$ cat src/rtl/pulse_seq_pkg.sv
package pulse_seq_pkg;

  typedef enum logic [2:0] {
    PH_IDLE   = 3'd0,
    PH_A_HI   = 3'd1,
    PH_GAP_AB = 3'd2,
    PH_B_HI   = 3'd3,
    PH_GAP_BA = 3'd4
  } phase_t;

  // Strobes from control to datapath
  typedef struct packed {
    logic   load;      // reload the interval counter for nextPhase
    logic   capture;   // take a fresh copy of the settings (cycle start)
    phase_t nextPhase; // phase in force after this edge
  } seq_ctl_t;

endpackage

$ cat src/rtl/pulse_seq_datapath.sv
module pulse_seq_datapath
  import pulse_seq_pkg::*;
#(
  parameter int CNT_W = 16
) (
  input  logic             clk,
  input  logic             rstN,
  input  seq_ctl_t         ctl,
  input  logic             squareMode,
  input  logic [CNT_W-1:0] widthA,
  input  logic [CNT_W-1:0] gapAB,
  input  logic [CNT_W-1:0] widthB,
  input  logic [CNT_W-1:0] gapBA,
  input  logic [CNT_W-1:0] halfPeriod,
  output logic             cntZero,
  output logic             latSq
);

  localparam logic [CNT_W-1:0] ONE = CNT_W'(1);

  logic [CNT_W-1:0] latWA, latGAB, latWB, latGBA, latH;
  logic [CNT_W-1:0] cnt;

  logic             srcSq;
  logic [CNT_W-1:0] srcWA, srcGAB, srcWB, srcGBA, srcH;
  logic [CNT_W-1:0] phaseLen;

  function automatic logic [CNT_W-1:0] clampOne(input logic [CNT_W-1:0] v);
    return (v == '0) ? ONE : v;
  endfunction

  // At cycle start the lengths come straight from the inputs
  always_comb begin
    srcSq  = ctl.capture ? squareMode : latSq;
    srcWA  = clampOne(ctl.capture ? widthA     : latWA);
    srcGAB = clampOne(ctl.capture ? gapAB      : latGAB);
    srcWB  = clampOne(ctl.capture ? widthB     : latWB);
    srcGBA = clampOne(ctl.capture ? gapBA      : latGBA);
    srcH   = clampOne(ctl.capture ? halfPeriod : latH);
    case (ctl.nextPhase)
      PH_A_HI:   phaseLen = srcSq ? srcH : srcWA;
      PH_GAP_AB: phaseLen = srcGAB;
      PH_B_HI:   phaseLen = srcWB;
      PH_GAP_BA: phaseLen = srcSq ? srcH : srcGBA;
      default:   phaseLen = ONE;
    endcase
  end

  always_ff @(posedge clk) begin
    if (!rstN) begin
      latSq  <= 1'b0;
      latWA  <= ONE;
      latGAB <= ONE;
      latWB  <= ONE;
      latGBA <= ONE;
      latH   <= ONE;
    end else if (ctl.capture) begin
      latSq  <= squareMode;
      latWA  <= widthA;
      latGAB <= gapAB;
      latWB  <= widthB;
      latGBA <= gapBA;
      latH   <= halfPeriod;
    end
  end

  always_ff @(posedge clk) begin
    if (!rstN)
      cnt <= '0;
    else if (ctl.load)
      cnt <= phaseLen - ONE;
    else if (cnt != '0)
      cnt <= cnt - ONE;
  end

  assign cntZero = (cnt == '0);

  AST_CAPTURE_STABLE: assert property (@(posedge clk) disable iff (!rstN)
    !ctl.capture |=> ($stable(latWA) && $stable(latWB) && $stable(latSq)))
    else $error("settings changed outside cycle start");

endmodule

$ cat src/rtl/pulse_seq_control.sv
module pulse_seq_control
  import pulse_seq_pkg::*;
(
  input  logic     clk,
  input  logic     rstN,
  input  logic     enable,
  input  logic     cntZero,
  input  logic     latSq,
  output seq_ctl_t ctl,
  output logic     outA,
  output logic     outB,
  output logic     cycleStrobe
);

  phase_t phase;
  phase_t afterPhase;

  always_comb begin
    case (phase)
      PH_A_HI:   afterPhase = latSq ? PH_GAP_BA : PH_GAP_AB;
      PH_GAP_AB: afterPhase = PH_B_HI;
      PH_B_HI:   afterPhase = PH_GAP_BA;
      default:   afterPhase = PH_A_HI;
    endcase
  end

  always_comb begin
    ctl.load      = 1'b0;
    ctl.capture   = 1'b0;
    ctl.nextPhase = phase;
    if (!enable) begin
      ctl.nextPhase = PH_IDLE;
    end else if (phase == PH_IDLE) begin
      ctl.nextPhase = PH_A_HI;
      ctl.load      = 1'b1;
      ctl.capture   = 1'b1;
    end else if (cntZero) begin
      ctl.nextPhase = afterPhase;
      ctl.load      = 1'b1;
      ctl.capture   = (afterPhase == PH_A_HI);
    end
  end

  always_ff @(posedge clk) begin
    if (!rstN) begin
      phase       <= PH_IDLE;
      cycleStrobe <= 1'b0;
    end else begin
      phase       <= ctl.nextPhase;
      cycleStrobe <= ctl.capture;
    end
  end

  assign outA = (phase == PH_A_HI);
  assign outB = (phase == PH_B_HI);

  AST_SQ_B_LOW: assert property (@(posedge clk) disable iff (!rstN)
    latSq |-> (phase != PH_B_HI))
    else $error("B driven in square mode");

endmodule

$ cat src/rtl/pulse_pair_seq.sv
module pulse_pair_seq
  import pulse_seq_pkg::*;
#(
  parameter int CNT_W = 16
) (
  input  logic             clk,
  input  logic             rstN,
  input  logic             enable,
  input  logic             squareMode,
  input  logic [CNT_W-1:0] widthA,
  input  logic [CNT_W-1:0] gapAB,
  input  logic [CNT_W-1:0] widthB,
  input  logic [CNT_W-1:0] gapBA,
  input  logic [CNT_W-1:0] halfPeriod,
  output logic             outA,
  output logic             outB,
  output logic             cycleStrobe
);

  seq_ctl_t ctl;
  logic     cntZero;
  logic     latSq;

  pulse_seq_control u_control (
    .clk         (clk),
    .rstN        (rstN),
    .enable      (enable),
    .cntZero     (cntZero),
    .latSq       (latSq),
    .ctl         (ctl),
    .outA        (outA),
    .outB        (outB),
    .cycleStrobe (cycleStrobe)
  );

  pulse_seq_datapath #(.CNT_W(CNT_W)) u_datapath (
    .clk        (clk),
    .rstN       (rstN),
    .ctl        (ctl),
    .squareMode (squareMode),
    .widthA     (widthA),
    .gapAB      (gapAB),
    .widthB     (widthB),
    .gapBA      (gapBA),
    .halfPeriod (halfPeriod),
    .cntZero    (cntZero),
    .latSq      (latSq)
  );

  AST_NO_OVERLAP: assert property (@(posedge clk) disable iff (!rstN)
    !(outA && outB))
    else $error("A and B high together");

  AST_STROBE_ON_RISE: assert property (@(posedge clk) disable iff (!rstN)
    $rose(outA) |-> cycleStrobe)
    else $error("A rose without strobe");

  AST_DISABLE_LOW: assert property (@(posedge clk) disable iff (!rstN)
    !enable |=> (!outA && !outB))
    else $error("output high after disable");

  AST_GAP_AFTER_A: assert property (@(posedge clk) disable iff (!rstN)
    $fell(outA) |-> !outB)
    else $error("B rose without gap");

endmodule

$ cat config.mk
export PLATFORM = sky130hd
export DESIGN_NAME = pulse_pair_seq
export DESIGN_NICKNAME = d
export VERILOG_FILES = /design/src/rtl/pulse_seq_pkg.sv /design/src/rtl/pulse_seq_datapath.sv /design/src/rtl/pulse_seq_control.sv /design/src/rtl/pulse_pair_seq.sv
export SDC_FILE = /design/constraint.sdc
export NUM_CORES = 1
export LEC_CHECK = 0
export BUFFER_PORTS_ARGS = -buffer_cell sky130_fd_sc_hd__buf_2
export CAP_MARGIN = 20
export CORE_MARGIN = 2
export CORE_UTILIZATION = 47
export CTS_BUF_LIST = sky130_fd_sc_hd__clkbuf_4 sky130_fd_sc_hd__clkbuf_8
export DETAILED_ROUTE_END_ITERATION = 10
export MAX_ROUTING_LAYER = met4
export PLACE_DENSITY = 0.68
export SLEW_MARGIN = 10
export SYNTH_ARGS = -nofsm -noshare
export SYNTH_HDL_FRONTEND = slang
export SYNTH_SLANG_ARGS = --single-unit
$ cat constraint.sdc
create_clock -name clk -period 4.8 [get_ports clk]
set_input_delay 0.24 -clock clk [delete_from_list [all_inputs] [get_ports clk]]
set_output_delay 0.24 -clock clk [all_outputs]
set_load 0.01 [all_outputs]
==> metrics <==
LEAKAGE=2.520 nW; max incr delay on CP=0.58 ns; Psw=0.8415 mW; Worst Skew=0.01223 ns; setup_tns=0 ns; syn_area_per_cell=8.794 um2; Worst-Skew Late Latency=0.39 ns; Max Root-Sink Buffers=2; clk slew on worst S/H paths=0.10 ns; GRT overflow=0; Pins Over Slew Limit=0; gr usage total=29.42%; maximum VDD drop=193.2 uV; Num CTS Buffers=9; antenna cells=0; worst slew pin tran=0.9170 ns; hold_ws=0.04937 ns; Final Hold Viols=0; Syn-to-layout area delta=12.86%; part of the power in combinational logic=33.8%; port bufs=86; Worst Hold Class=input pin to flip-flop; largest net degree at the start of global routing=86; Fmax=233.9 MHz; DR pass1 iterations=9; failing checks=DRC; Worst EP required=5.11 ns; 1st-iter DRT viols=516; flops & latches, synth=101; internal power=1.458 mW; Final nets=783; number of synthesized flops with an enable pin=0; initial antenna violation count=0; H-tree depth=3; R2R Setup Slk=0.52 ns; DP HPWL=13700 um; share of cells above drive strength 1=21.48%; critical path arrival=4.59 ns; Cell Chain, Critical Path=or4_4 -> o41ai_4 -> nand3_4 -> buf_4 -> mux2_1 -> a221o_1 -> a221o_1 -> or4_4 -> nor4_2 -> mux2i_1; Slew HR=37.29%; Reg power frac=42.8%; crit end category=flip-flop; first-pass GRT wire length=28210 um; CTS tree=done; warnings from Yosys=0; Design Power=2.300 mW; WHS Path Cells=3; crit path buf inv count=1; Top delay family on crit path=simple AND/OR/NAND/NOR gates; CTS root buffer=clkbuf_8; Final Setup Violations=0; Post-CTS Repair Setup Buffers=0; # DRC=9; Async S/R FF share, synth=0%; Hold EP=u_datapath.latGBA[0]; Critical Path Slowest Stage Cell=or4_4; via count=5485; r2r endpoint=u_datapath.cnt[12]; synthesized area=5584 um2; Final Wtd Congestion=1.017; final period utilization=89.07%; Power Density=364.9 nW/um2; HP Start=gapBA[0]; critical-path maximum fanout=21; via/cell ratio=6.483; sequential fraction of the synthesis area=36.21%; cts-stage hold buffer count=0; syn_nets=720; Starting Density=48.49%; Chip Height=113 um; Switching Fraction=36.59%; die width=113 um; Clk pwr share=23.3%; minimum clock period=4.276 ns; core box area=11520 um2; vias in the first global route=5041; Synth cell types=70; synthesized instance count=635; max-cap violations=0; Die Area=12770 um2; I/O pins=87; CP startpoint kind=flip-flop; post_cts resized=0; Top FF cell, synth=dfxtp_1; status=finished, violations left; routed wire length=18230 um; per-cell routed wire length=21.55 um; ANT nets after route=0; WS Path Type=flip-flop to flip-flop; Register-to-Register Path Depth=10; Sink Count=101; unrepaired setup endpoints after global routing=no; worst reg2reg path startpoint=u_datapath.cnt[7]; row count=39
==> power groups by stage <==
stage	clock (mW)	combinational [mW]	sequential, mW
after floorplan	0	0.549	0.982
after global placement	0	0.753	0.998
after detailed placement	0	0.758	1.00
after CTS	0.549	0.761	0.984
after global routing	0.576	0.840	0.993
final	0.536	0.778	0.985
==> Yosys cell counts (3+ instances only) <==
cell type	number	area share, %
dfxtp_1	101	36
nand2_1	47	3.2
clkbuf_1	37	2.5
mux2i_1	35	6.3
and2_1	33	3.7
nor4_1	33	3.7
nor2b_1	31	3.5
nor2_1	27	1.8
a21boi_0	26	3.5
nand4_1	23	2.6
a21oi_1	20	1.8
nor3_1	18	1.6
o31ai_1	14	1.9
nand3_1	13	1.2
o22ai_1	12	1.3
mux2_1	11	2.2
o21ai_0	11	0.99
a221o_1	10	1.8
a22oi_1	10	1.3
mux2_2	10	2.0
a222oi_1	9	1.6
a31oi_1	6	0.67
and3_1	6	0.67
buf_1	5	0.34
nand2b_1	5	0.56
buf_2	4	0.36
o21a_1	4	0.54
or2_2	4	0.45
or4_4	4	0.81
a211oi_1	3	0.40
a221oi_1	3	0.47
a221oi_2	3	0.81
a41o_1	3	0.54
buf_6	3	0.60
o211ai_1	3	0.40
==> metrics by stage <==
step	setup slack, ns	std cells	util, %	instance area [um2]
after CTS	0.5415	846	54.73	6302
final	0.5245	846	54.73	6302
after floorplan	1.092	635	-	5584
after global placement	0.5975	830	53.06	6111
after global routing	0.3413	846	54.73	6302
after detailed placement	0.5678	830	53.06	6111
==> area by class of cell <==
class / count / area (um2)
fill: 1093 / 5214
multi-input combinational: 480 / 3341
clock inverter: 3 / 18.77
clock buffer: 13 / 172.7
sequential: 101 / 2022
timing repair buffer: 103 / 558.0
tap: 143 / 178.9
inverter: 3 / 11.26
==> routing by layer <==
metal | up-vias | global-route usage (%) | share of wire (%) | routed length (um)
li1 | 2570 | - | - | -
met1 | 2578 | 39.75 | 44 | 8066
met2 | 294 | 42.79 | 43 | 7876
met3 | 43 | 5.303 | 8.5 | 1542
met4 | 0 | 13.74 | 4.1 | 746
met5 | - | - | 0 | 0
==> how the worst max path moves through the flow <==
stage                            from                 end  depth (start not counted)
floorplan           u_datapath.cnt[7]  u_datapath.cnt[14]                         13
global placement    u_datapath.cnt[7]  u_datapath.cnt[12]                         10
detailed placement  u_datapath.cnt[7]  u_datapath.cnt[12]                         10
CTS                 u_datapath.cnt[7]  u_datapath.cnt[12]                         10
global route        u_datapath.cnt[7]  u_datapath.cnt[12]                         10
finish              u_datapath.cnt[7]  u_datapath.cnt[12]                         10
==> flip-flops by register name (all words and copies together), names as in the netlist, 3 cells and up <==
signal	flops
u_datapath.latWA	16
u_datapath.latWB	16
u_datapath.latGAB	16
u_datapath.latH	16
u_datapath.latGBA	16
u_control.phase	3
u_datapath.cnt	16
==> cell usage in the layout, fill, tap and decap left out, types with 4 or more instances in the layout <==
cell type,n
a221o_1,10
dfxtp_1,101
nand2b_1,5
nor2b_1,31
nor2_1,27
nor4_1,33
buf_4,17
buf_2,86
clkbuf_8,12
o21a_1,4
nor3_1,17
nand3_1,13
and3_1,6
o31ai_1,14
a22oi_1,10
o22ai_1,12
nand2_1,47
a31oi_1,6
or2_2,4
o21ai_0,11
mux2_2,10
and2_1,33
a21boi_0,26
mux2_1,11
or4_4,4
a21oi_1,20
a222oi_1,9
nand4_1,23
mux2i_1,35
==> tightest hold or removal path: stages <==
cell,delay [ns]
buf_2,0.07
nand2_1,0.04
nand3_1,0.06
==> cells by family after synthesis <==
| group | synth area share, % |
|---|---|
| flip-flops | 36.21 |
| adder cells (fa/ha/maj) | 0.2240 |
| buffers and inverters | 4.257 |
| AND/OR/NAND/NOR | 26.10 |
| AO/OA/AOI/OAI | 22.70 |
| multiplexers | 10.51 |
No activity file was read; power rests on OpenSTA's default activity.
